===== config.mk =====
export PLATFORM = sky130hd
export DESIGN_NAME = time_base_counter
export DESIGN_NICKNAME = d
export VERILOG_FILES = /design/src/rtl/tbc_pkg.sv /design/src/rtl/tbc_prescaler.sv /design/src/rtl/tbc_count.sv /design/src/rtl/tbc_regif.sv /design/src/rtl/time_base_counter.sv
export SDC_FILE = /design/constraint.sdc
export NUM_CORES = 1
export LEC_CHECK = 0
export BUFFER_PORTS_ARGS = -buffer_cell sky130_fd_sc_hd__buf_4
export CELL_PAD_IN_SITES_DETAIL_PLACEMENT = 0
export CELL_PAD_IN_SITES_GLOBAL_PLACEMENT = 1
export CORE_MARGIN = 1.5
export CORE_UTILIZATION = 49
export CTS_CLUSTER_SIZE = 30
export DETAILED_ROUTE_END_ITERATION = 10
export GPL_TIMING_DRIVEN = 0
export PLACE_DENSITY_LB_ADDON = 0.1
export REMOVE_ABC_BUFFERS = 1
export SYNTH_ARGS = -nofsm -noshare
export SYNTH_HDL_FRONTEND = slang
export SYNTH_SLANG_ARGS = --single-unit
export TNS_END_PERCENT = 50

===== constraint.sdc =====
create_clock -name clk -period 7.5 [get_ports clk]
set_input_delay 2.25 -clock clk [delete_from_list [all_inputs] [get_ports clk]]
set_output_delay 2.25 -clock clk [all_outputs]
set_load 0.1 [all_outputs]

===== src/rtl/tbc_pkg.sv =====
package tbc_pkg;

  typedef enum logic [1:0] {
    TBC_A_UPPER = 2'd0,
    TBC_A_SNAP  = 2'd1,
    TBC_A_LIVE  = 2'd2,
    TBC_A_NONE  = 2'd3
  } tbc_addr_e;

  localparam int unsigned TBC_NS_LAST = 32'd999_999_999;

endpackage


===== src/rtl/tbc_prescaler.sv =====
module tbc_prescaler #(
  parameter int DIV = 8
) (
  input  logic clk,
  input  logic rst_n,
  output logic tick
);

  generate
    if (DIV <= 1) begin : g_every
      assign tick = 1'b1;
    end else begin : g_div
      localparam int CW = $clog2(DIV);
      localparam logic [CW-1:0] LAST = CW'(DIV - 1);

      logic [CW-1:0] cnt_q;
      logic [CW-1:0] cnt_d;

      assign tick = (cnt_q == LAST);

      always_comb begin
        if (tick) cnt_d = '0;
        else      cnt_d = cnt_q + 1'b1;
      end

      always_ff @(posedge clk or negedge rst_n) begin
        if (!rst_n) cnt_q <= '0;
        else        cnt_q <= cnt_d;
      end

      // the divider count never leaves its range
      p_pre_range_r2: assert property (@(posedge clk) disable iff (!rst_n)
        cnt_q <= LAST);

      // pulses never come on consecutive cycles
      p_tick_gap_r2: assert property (@(posedge clk) disable iff (!rst_n)
        tick |=> !tick);
    end
  endgenerate

endmodule


===== src/rtl/tbc_count.sv =====
module tbc_count #(
  parameter int          HALF_W  = 32,
  parameter int unsigned NS_LAST = 999_999_999
) (
  input  logic              clk,
  input  logic              rst_n,
  input  logic              tick,
  input  logic              ns_mode,
  input  logic              wr_hi,
  input  logic              wr_lo,
  input  logic [HALF_W-1:0] wdata,
  output logic [HALF_W-1:0] hi_q,
  output logic [HALF_W-1:0] lo_q
);

  localparam int FULL_W = 2 * HALF_W;
  localparam logic [HALF_W-1:0] NS_TOP = HALF_W'(NS_LAST);

  logic [HALF_W-1:0] hi_d;
  logic [HALF_W-1:0] lo_d;
  logic [FULL_W-1:0] bin_sum;
  logic              load_en;

  assign bin_sum = {hi_q, lo_q} + 1'b1;

  always_comb begin
    hi_d    = hi_q;
    lo_d    = lo_q;
    load_en = 1'b0;
    if (wr_hi) begin
      hi_d    = wdata;
      load_en = 1'b1;
    end else if (wr_lo) begin
      lo_d    = wdata;
      load_en = 1'b1;
    end else if (tick) begin
      load_en = 1'b1;
      if (ns_mode) begin
        if (lo_q >= NS_TOP) begin
          lo_d = '0;
          hi_d = hi_q + 1'b1;
        end else begin
          lo_d = lo_q + 1'b1;
        end
      end else begin
        hi_d = bin_sum[FULL_W-1:HALF_W];
        lo_d = bin_sum[HALF_W-1:0];
      end
    end
  end

  always_ff @(posedge clk or negedge rst_n) begin
    if (!rst_n) begin
      hi_q <= '0;
      lo_q <= '0;
    end else if (load_en) begin
      hi_q <= hi_d;
      lo_q <= lo_d;
    end
  end

  // no pulse and no write leaves the value alone
  p_idle_hold_r2: assert property (@(posedge clk) disable iff (!rst_n)
    (!tick && !wr_hi && !wr_lo) |=> ($stable(lo_q) && $stable(hi_q)));

  // binary lower wrap carries into the upper half
  p_bin_carry_r3: assert property (@(posedge clk) disable iff (!rst_n)
    (tick && !wr_hi && !wr_lo && !ns_mode && (lo_q == '1))
      |=> (lo_q == '0 && hi_q == $past(hi_q) + 1'b1));

  // nanosecond limit wraps to zero and bumps seconds
  p_ns_wrap_r4: assert property (@(posedge clk) disable iff (!rst_n)
    (tick && !wr_hi && !wr_lo && ns_mode && (lo_q >= NS_TOP))
      |=> (lo_q == '0 && hi_q == $past(hi_q) + 1'b1));

  // below the limit only the lower half steps
  p_ns_step_r4: assert property (@(posedge clk) disable iff (!rst_n)
    (tick && !wr_hi && !wr_lo && ns_mode && (lo_q < NS_TOP))
      |=> (lo_q == $past(lo_q) + 1'b1 && $stable(hi_q)));

  // an upper write wins over a coincident pulse
  p_wr_hi_r7: assert property (@(posedge clk) disable iff (!rst_n)
    wr_hi |=> (hi_q == $past(wdata) && $stable(lo_q)));

  // a lower write wins over a coincident pulse
  p_wr_lo_r7: assert property (@(posedge clk) disable iff (!rst_n)
    wr_lo |=> (lo_q == $past(wdata) && $stable(hi_q)));

endmodule


===== src/rtl/tbc_regif.sv =====
module tbc_regif
  import tbc_pkg::*;
#(
  parameter int HALF_W = 32
) (
  input  logic              clk,
  input  logic              rst_n,
  input  logic              bus_wr,
  input  logic              bus_rd,
  input  logic [1:0]        bus_addr,
  input  logic [HALF_W-1:0] hi_q,
  input  logic [HALF_W-1:0] lo_q,
  output logic              wr_hi,
  output logic              wr_lo,
  output logic [HALF_W-1:0] rdata
);

  tbc_addr_e         sel;
  logic [HALF_W-1:0] shadow_q;
  logic [HALF_W-1:0] shadow_d;
  logic              snap_en;

  assign sel     = tbc_addr_e'(bus_addr);
  assign wr_hi   = bus_wr && (sel == TBC_A_UPPER);
  assign wr_lo   = bus_wr && (sel == TBC_A_SNAP);
  assign snap_en = bus_rd && (sel == TBC_A_UPPER);
  assign shadow_d = lo_q;

  always_ff @(posedge clk or negedge rst_n) begin
    if (!rst_n)       shadow_q <= '0;
    else if (snap_en) shadow_q <= shadow_d;
  end

  always_comb begin
    unique case (sel)
      TBC_A_UPPER: rdata = hi_q;
      TBC_A_SNAP:  rdata = shadow_q;
      TBC_A_LIVE:  rdata = lo_q;
      default:     rdata = '0;
    endcase
  end

  // an upper read captures the lower half seen in that cycle
  p_snap_take_r6: assert property (@(posedge clk) disable iff (!rst_n)
    snap_en |=> (shadow_q == $past(lo_q)));

  // without an upper read the shadow holds
  p_snap_hold_r6: assert property (@(posedge clk) disable iff (!rst_n)
    !snap_en |=> $stable(shadow_q));

endmodule


===== src/rtl/time_base_counter.sv =====
module time_base_counter #(
  parameter int          DIV     = 8,
  parameter int          HALF_W  = 32,
  parameter int unsigned NS_LAST = tbc_pkg::TBC_NS_LAST
) (
  input  logic              clk,
  input  logic              rst_n,
  input  logic              ns_mode,
  input  logic              bus_wr,
  input  logic              bus_rd,
  input  logic [1:0]        bus_addr,
  input  logic [HALF_W-1:0] bus_wdata,
  output logic [HALF_W-1:0] bus_rdata
);

  logic              tick;
  logic              wr_hi;
  logic              wr_lo;
  logic [HALF_W-1:0] hi_q;
  logic [HALF_W-1:0] lo_q;

  tbc_prescaler #(.DIV(DIV)) u_pre (
    .clk  (clk),
    .rst_n(rst_n),
    .tick (tick)
  );

  tbc_count #(.HALF_W(HALF_W), .NS_LAST(NS_LAST)) u_cnt (
    .clk    (clk),
    .rst_n  (rst_n),
    .tick   (tick),
    .ns_mode(ns_mode),
    .wr_hi  (wr_hi),
    .wr_lo  (wr_lo),
    .wdata  (bus_wdata),
    .hi_q   (hi_q),
    .lo_q   (lo_q)
  );

  tbc_regif #(.HALF_W(HALF_W)) u_reg (
    .clk     (clk),
    .rst_n   (rst_n),
    .bus_wr  (bus_wr),
    .bus_rd  (bus_rd),
    .bus_addr(bus_addr),
    .hi_q    (hi_q),
    .lo_q    (lo_q),
    .wr_hi   (wr_hi),
    .wr_lo   (wr_lo),
    .rdata   (bus_rdata)
  );

  // writes never reach both halves at once
  p_one_half_r5: assert property (@(posedge clk) disable iff (!rst_n)
    $onehot0({wr_hi, wr_lo}));

endmodule


==> impl_metrics.py, run 1 <==
metrics = {
    "synth": {
        "synth_sequential_area_ratio": 0.3915,
        "post_synth_inst_count": 711,
        "postSynth.asyncResetShare": 1.000,
        "yosys.cell_types.count": 67,
        "post_synth.cell_area_avg_um2": 8.901,
        "post_synthesis_register_bit_count": 99,
        "syn_area_um2": 6329,
        "synthesis.yosys.warnings": 0,
        "synth_edf_count": 0,
        "primary_ff_master_synth": "sky130_fd_sc_hd__dfrtp_1",
    },
    "route": {
        "drc_errors_left": 0,
        "finalWirelength_mm": 19.21,
        "first_iter_violations": 420,
        "routedWlPerCell_um": 20.79,
        "drt_pass1_iterations": 5,
        "number_of_vias_in_the_routed_layout": 5853,
        "final_antenna_net_count": 0,
        "routed_via_count_divided_by_cell_count": 6.334,
    },
    "sta": {
        "count_of_final_max_slew_check_failures": 0,
        "finalSetupTns_ps": 0,
        "rsz0062_at_grt": "no",
        "clock-skew-final_ps": 6.091,
        "setup_violations": 0,
        "slew-limit-headroom": 0.1211,
        "worst_pin_slew_ps": 1315,
        "fmax_ghz": 0.1580,
        "fin_ws_ps": 1172,
        "layout_min_cycle_time_ps": 6328,
        "timing_hold_violations_final": 0,
        "fin_crit_sh": 0.8437,
    },
    "global_route": {
        "number_of_global_route_vias_before_repair": 5540,
        "globalRouteOverflowTotal": 0,
        "grt.total_usage": 0.2956,
        "grt_max_degree": 100,
        "antenna_found_initial": 0,
        "wire_length_of_the_first_global_routing_pass_mm": 30.30,
    },
    "power_and_ir_drop": {
        "static-leakage-power_nw": 2.940,
        "power.density_cell_area_nw_per_um2": 302.3,
        "ir_drop_mv": 0.1692,
        "total_power_mw": 2.179,
    },
    "cells_and_area": {
        "postLayoutCoreUtil": 0.5713,
        "number_of_nets_in_the_finished_design": 791,
        "area.growth.synth_to_final_pct": 13.92,
        "layout_cells_sized_above_1": 0.2061,
        "num_antenna_cells": 0,
        "finish.instance_area_um2": 7209,
        "n_fill_cell": 1167,
    },
    "floorplanning": {
        "dieHeight_um": 116.6,
        "placement_rows": 41,
        "fp.dieW_um": 116.6,
        "ios": 71,
        "die_area_um2": 13610,
        "initial_core_util": 0.5015,
        "core_area_um2": 12620,
    },
    "clock_tree": {
        "path_clk_slew_ps": 60,
        "cts.repair_timing.setup_buffer_count": 0,
        "ctsHoldBuffers": 0,
        "tritoncts.num_buffers": 9,
        "insertion_delay_ps": 360,
        "cts_buffer_depth": 2,
        "cts.htree.levels": 3,
        "ctsRootBufferMaster": "sky130_fd_sc_hd__clkbuf_16",
        "numClockSinks": 99,
        "tritoncts": "built",
        "post_cts_resized": 0,
    },
    "critical_path": {
        "crit_path_max_incr_delay_ps": 690,
        "max_fanout_on_critical_path": 35,
        "crit_start": "bus_addr[0]",
        "r2r-start": "u_cnt.lo_q[0]",
        "worst_path_most_repeated_cell": "sky130_fd_sc_hd__buf_4",
        "startpoint_type": "primary input",
        "cp_cell_sequence": "buf_4 > inv_1 > nor2_4 > nand2_1 > o21ai_0 > buf_4",
        "endpoint_kind": "primary output",
        "cpMaxStageDelayCell": "sky130_fd_sc_hd__nor2_4",
        "setup.worst_path.class": "primary input to primary output",
        "arrival_ps": 4080,
        "cp_data_required_time_ps": 5250,
    },
    "place": {
        "post-place-ws_ps": 1089,
        "detailed_place_hpwl_mm": 12.94,
        "postPlaceCellArea_um2": 6910,
        "total_of_buffers_placed_on_input_and_output_ports": 70,
        "final_weighted_congestion_in_routability_driven_placement": 0.8721,
    },
    "status": {
        "run_status": "complete, no violations",
    },
    "min_path": {
        "hold_path_startpoint": "u_pre.g_div.cnt_q[0]",
        "worstHoldPathType": "register to register",
    },
    "flow_run": {
        "maxCapViolations": 0,
    },
}
## where the power goes
group,switching [mW],internal (mW),leakage (nW),total (mW)
Sequential,0.210,0.691,1.16,0.901
Clock,0.201,0.275,0.146,0.476
Combinational,0.544,0.258,1.63,0.802
## per-stage QoR
step | cells | hold slack, ps
floorplan | 662 | 403.1
global placement | 904 | 415.2
detailed placement | 909 | 426.6
CTS | 924 | 435.4
global route | 924 | 452.0
finish | 924 | 433.4
## flip-flops by register name, indices dropped and copies added (netlist names)
signal / count
u_cnt.hi_q: 32
u_cnt.lo_q: 32
u_reg.shadow_q: 32
u_pre.g_div.cnt_q: 3
## critical path, delay by kind of cell
family / cells / cell delay [ps]
simple gates: 2 / 820
buf+inv: 3 / 870
compound gates: 1 / 110
## layout make-up
cell class                      count  area, um^2  area share
Tap cell                          172       215.2     0.02985
Clock inverter                      2       35.03    0.004859
Timing Repair Buffer               75       596.8     0.08278
Multi-Input combinational cell    553        3587      0.4976
Clock buffer                       13       260.3     0.03610
Inverter                           10       37.54    0.005207
Sequential cell                    99        2477      0.3436
## layer usage
layer,GRT usage,share of wire,wire (um),vias up
li1,-,-,-,2702
met2,0.4455,0.45,8684,254
met3,0.05760,0.073,1411,38
met5,0,0,0,-
met1,0.4225,0.45,8621,2859
met4,0.1108,0.026,495,0
## worst paths after layout
| path | depth (start not counted) | to | slack (ps) |
|---|---|---|---|
| max in group asynchronous | 1 | u_cnt.hi_q[21] | 4860 |
| worst min register to register | 1 | u_pre.g_div.cnt_q[0] | 430 |
| worst min-delay path | 1 | u_pre.g_div.cnt_q[0] | 430 |
| worst max register to register | 8 | u_cnt.lo_q[13] | 3180 |
| worst max-delay path | 6 | bus_rdata[18] | 1170 |
| min in group asynchronous | 1 | u_reg.shadow_q[10] | 2000 |
## cells in the final DEF, fill, tap and decap left out, drive strengths merged, types with 4 or more instances in the layout
cell type | netlist | layout
dfrtp | 99 | 99
nand2 | 95 | 95
buf | 17 | 75
o21ai | 62 | 62
nor2 | 56 | 56
nand3 | 33 | 33
mux2i | 32 | 32
mux2 | 32 | 32
a21oi | 32 | 32
nand4 | 27 | 27
nor3 | 27 | 27
a221o | 18 | 18
xor2 | 16 | 16
nor4 | 15 | 15
and3 | 13 | 13
clkbuf | 31 | 13
a211oi | 11 | 11
inv | 10 | 10
and2 | 8 | 8
or2 | 7 | 7
o311ai | 6 | 6
a21o | 6 | 6
o31ai | 5 | 5
nor3b | 5 | 5
nor4b | 4 | 4
a22oi | 4 | 4
ha | 4 | 4
## cells by family (layout without fill, tap and decap cells)
logic type / after synthesis / in the layout / share of synthesized area
multiplexers: 64 / 64 / 0.1076
adder cells (fa/ha/maj): 4 / 4 / 0.007909
flip-flops: 99 / 99 / 0.3915
AO/OA/AOI/OAI: 164 / 164 / 0.1722
XOR/XNOR: 17 / 17 / 0.02353
buffers and inverters: 59 / 100 / 0.04547
AND/OR/NAND/NOR: 304 / 304 / 0.2519
## cells in the mapped netlist (5+ instances only)
cell | n | area, um^2
sky130_fd_sc_hd__nand3_1 | 30 | 150.1
sky130_fd_sc_hd__a221o_1 | 17 | 170.2
sky130_fd_sc_hd__mux2_2 | 32 | 360.4
sky130_fd_sc_hd__a211oi_1 | 10 | 75.07
sky130_fd_sc_hd__nor3_1 | 25 | 125.1
sky130_fd_sc_hd__buf_2 | 10 | 50.05
sky130_fd_sc_hd__nand2_1 | 93 | 349.1
sky130_fd_sc_hd__mux2i_1 | 32 | 320.3
sky130_fd_sc_hd__a21o_1 | 6 | 45.04
sky130_fd_sc_hd__nor2_1 | 54 | 202.7
sky130_fd_sc_hd__inv_1 | 10 | 37.54
sky130_fd_sc_hd__nor4_1 | 11 | 68.82
sky130_fd_sc_hd__o21ai_0 | 62 | 310.3
sky130_fd_sc_hd__clkbuf_1 | 28 | 105.1
sky130_fd_sc_hd__a21oi_1 | 31 | 155.2
sky130_fd_sc_hd__and2_1 | 5 | 31.28
sky130_fd_sc_hd__dfrtp_1 | 99 | 2477
sky130_fd_sc_hd__and3_1 | 12 | 75.07
sky130_fd_sc_hd__or2_2 | 5 | 31.28
sky130_fd_sc_hd__nand4_1 | 26 | 162.7
sky130_fd_sc_hd__nor3b_1 | 5 | 37.54
sky130_fd_sc_hd__xor2_1 | 16 | 140.1
sky130_fd_sc_hd__o31ai_1 | 5 | 37.54
sky130_fd_sc_hd__o311ai_0 | 6 | 52.55
Note: power is estimated with default switching activity, not from simulation.
==> inputs of run 2 (changes only) <==
--- a/config.mk
+++ b/config.mk
@@ -5,11 +5,12 @@
 export SDC_FILE = /design/constraint.sdc
 export NUM_CORES = 1
 export LEC_CHECK = 0
+export ABC_AREA = 1
 export BUFFER_PORTS_ARGS = -buffer_cell sky130_fd_sc_hd__buf_4
 export CELL_PAD_IN_SITES_DETAIL_PLACEMENT = 0
 export CELL_PAD_IN_SITES_GLOBAL_PLACEMENT = 1
 export CORE_MARGIN = 1.5
-export CORE_UTILIZATION = 49
+export CORE_UTILIZATION = 43
 export CTS_CLUSTER_SIZE = 30
 export DETAILED_ROUTE_END_ITERATION = 10
 export GPL_TIMING_DRIVEN = 0
==> constraint.sdc (replaced) <==
create_clock -name clk -period 6.3 [get_ports clk]
set_input_delay 1.89 -clock clk [delete_from_list [all_inputs] [get_ports clk]]
set_output_delay 1.89 -clock clk [all_outputs]
set_load 0.1 [all_outputs]
==> run 2 against run 1 <==
Net effect: sequential share of layout area decreased by 5.6 points; final area increased by 19%; clock power increased by 29%; die area increased by 36%; synthesized cell count increased by 73%; largest cell class unchanged; highest routed layer unchanged.
==> impl_metrics.py, run 2 <==
metrics = {
    "status": {
        "run_status": "complete, no violations",
    },
    "flow_run": {
        "maxCapViolations": 0,
    },
    "floorplanning": {
        "fp.dieW_um": 136.1,
        "core_area_um2": 17300,
        "die_area_um2": 18530,
        "placement_rows": 48,
        "dieHeight_um": 136.1,
        "ios": 71,
        "initial_core_util": 0.4407,
    },
    "clock_tree": {
        "ctsRootBufferMaster": "sky130_fd_sc_hd__clkbuf_16",
        "insertion_delay_ps": 360,
        "ctsHoldBuffers": 0,
        "cts.repair_timing.setup_buffer_count": 0,
        "tritoncts.num_buffers": 9,
        "tritoncts": "built",
        "cts.htree.levels": 3,
        "path_clk_slew_ps": 70,
        "cts_buffer_depth": 2,
        "numClockSinks": 99,
        "post_cts_resized": 3,
    },
    "cells_and_area": {
        "num_antenna_cells": 0,
        "highest_count_cells_in_the_layout_ignoring_fill_and_taps": "sky130_fd_sc_hd__nand2_1, sky130_fd_sc_hd__nor2_1, sky130_fd_sc_hd__inv_1",
        "postLayoutCoreUtil": 0.4978,
        "area.growth.synth_to_final_pct": 12.95,
        "final_std_cells_w_o_fill": 1495,
        "finish.instance_area_um2": 8610,
        "n_fill_cell": 1850,
        "largestRegisters": "u_cnt.hi_q (32), u_cnt.lo_q (32), u_reg.shadow_q (32)",
        "layout_commonest_cell": "sky130_fd_sc_hd__nand2_1",
        "number_of_nets_in_the_finished_design": 1308,
        "layout_cells_sized_above_1": 0.09685,
    },
    "critical_path": {
        "r2r_end": "u_cnt.lo_q[31]",
        "worst_path_most_repeated_cell": "sky130_fd_sc_hd__nand2_1",
        "cp.buffers_inverters": 3,
        "path_depth": 10,
        "cp_cell_sequence": "buf_4 > inv_1 > nor2_4 > nand2_2 > nand2_1 > nand2_1 > clkinvlp_4 > o21ai_0 > a21oi_1 > o21bai_1",
        "endpoint_kind": "register",
        "worstRegToRegCells": 9,
        "crit_path_max_incr_delay_ps": 1050,
        "cp_top_delay_family": "simple AND/OR/NAND/NOR gates",
        "crit_start": "bus_addr[0]",
        "cpMaxStageDelayCell": "sky130_fd_sc_hd__clkinvlp_4",
        "max_fanout_on_critical_path": 39,
        "startpoint_type": "primary input",
        "setup.worst_path.class": "primary input to register",
        "arrival_ps": 6130,
        "cp-endpoint": "u_cnt.lo_q[31]",
        "regToRegSetupSlack_ps": 2440,
        "r2r-start": "u_pre.g_div.cnt_q[0]",
        "cp_data_required_time_ps": 6560,
    },
    "sta": {
        "clock-skew-final_ps": 11.23,
        "fin_crit_sh": 0.9312,
        "layout_min_cycle_time_ps": 5867,
        "finalSetupTns_ps": 0,
        "count_of_final_max_slew_check_failures": 0,
        "fmax_ghz": 0.1705,
        "setup_violations": 0,
        "slew-limit-headroom": 0.08016,
        "rsz0062_at_grt": "no",
        "timing_hold_violations_final": 0,
        "worst_pin_slew_ps": 1376,
    },
    "route": {
        "finalWirelength_mm": 28.54,
        "first_iter_violations": 706,
        "number_of_vias_in_the_routed_layout": 8225,
        "final_antenna_net_count": 0,
        "routed_via_count_divided_by_cell_count": 5.502,
        "routedWlPerCell_um": 19.09,
        "drt_pass1_iterations": 5,
        "drc_errors_left": 0,
    },
    "synth": {
        "yosys.cell_types.count": 42,
        "synth_common_cells": "sky130_fd_sc_hd__nand2_1, sky130_fd_sc_hd__nor2_1, sky130_fd_sc_hd__inv_1",
        "syn_area_um2": 7622,
        "post_synthesis_register_bit_count": 99,
        "synthesis.yosys.warnings": 0,
        "post-synth-top-area-cell": "sky130_fd_sc_hd__dfrtp_1",
        "synth.area.top_cells": "sky130_fd_sc_hd__dfrtp_1, sky130_fd_sc_hd__nand2_1, sky130_fd_sc_hd__nor2_1",
        "post_synth_inst_count": 1230,
        "synth_top_area_share": 0.3250,
        "synth.most_common_cell": "sky130_fd_sc_hd__nand2_1",
        "post_synth.cell_area_avg_um2": 6.197,
        "primary_ff_master_synth": "sky130_fd_sc_hd__dfrtp_1",
        "synth_sequential_area_ratio": 0.3250,
        "synth_edf_count": 0,
        "postSynth.asyncResetShare": 1.000,
    },
    "place": {
        "detailed_place_hpwl_mm": 20.29,
        "total_of_buffers_placed_on_input_and_output_ports": 70,
        "postPlaceCellArea_um2": 8253,
        "inst_count_dp": 1478,
        "final_weighted_congestion_in_routability_driven_placement": 0.9786,
    },
    "power_and_ir_drop": {
        "ir_drop_mv": 0.1911,
        "power.density_cell_area_nw_per_um2": 358.6,
        "static-leakage-power_nw": 4.136,
    },
    "global_route": {
        "grt.total_usage": 0.3203,
        "number_of_global_route_vias_before_repair": 7683,
        "wire_length_of_the_first_global_routing_pass_mm": 44.26,
        "globalRouteOverflowTotal": 0,
        "grt_max_degree": 100,
        "antenna_found_initial": 0,
    },
    "min_path": {
        "worstHoldPathType": "register to register",
    },
}
==> run 2: cell types whose count changed in the layout (fill, tap and decap cells not counted), sizes merged, moves of 27 or more <==
cell,before,now
nand2,95,468
inv,10,121
nor2,56,160
nand3,33,83
mux2,32,0
mux2i,32,0
o221ai,0,31
a21oi,32,59
==> run 2: metrics by stage <==
step / total power [mW] / setup WS, ps / hold WS, ps
floorplan: 2.046 / 376.6 / 403.1
global placement: 2.447 / -1507 / 418.7
detailed placement: 2.461 / -669.4 / 418.7
CTS: 3.075 / 540.1 / 433.5
global route: 3.275 / 228.3 / 444.1
finish: 3.087 / 433.3 / 428.4
==> run 2: worst min-delay path by stage <==
stage                               startpoint              endpoint  slack (ps)  cells after the start
after floorplan           u_pre.g_div.cnt_q[0]  u_pre.g_div.cnt_q[0]         400                      1
after global placement    u_pre.g_div.cnt_q[0]  u_pre.g_div.cnt_q[0]         420                      1
after detailed placement  u_pre.g_div.cnt_q[0]  u_pre.g_div.cnt_q[0]         420                      1
after CTS                 u_pre.g_div.cnt_q[0]  u_pre.g_div.cnt_q[0]         430                      1
after global routing      u_pre.g_div.cnt_q[0]  u_pre.g_div.cnt_q[0]         440                      1
final                     u_pre.g_div.cnt_q[0]  u_pre.g_div.cnt_q[0]         430                      1
==> run 2: layout make-up <==
type / count / area, um^2 / area share
Clock buffer: 11 / 252.7 / 0.02936
Tap cell: 225 / 281.5 / 0.03270
Timing Repair Buffer: 73 / 604.3 / 0.07019
Multi-Input combinational cell: 958 / 4461 / 0.5181
Sequential cell: 99 / 2477 / 0.2877
Clock inverter: 5 / 60.06 / 0.006976
Inverter: 124 / 473.0 / 0.05493
==> run 2: cells by family (layout without fill, tap and decap cells) <==
kind of cell             after synthesis  in the layout  synth area share
XOR/XNOR                              27             27           0.03102
flip-flops                            99             99            0.3250
AND/OR/NAND/NOR                      739            739            0.4007
buffers and inverters                173            213           0.09176
AO/OA/AOI/OAI                        188            188            0.1449
adder cells (fa/ha/maj)                4              4          0.006566
==> run 2: where the power goes <==
group	internal, mW	switching, mW
Combinational	0.375	0.979
Clock	0.332	0.280
Sequential	0.837	0.285
==> run 2: metal layers <==
layer	track usage	vias to the layer above	share of wire
met1	0.4534	3919	0.47
met4	0.08747	0	0.018
met3	0.04512	33	0.059
met2	0.5098	256	0.45
li1	-	4017	-
met5	0	-	0
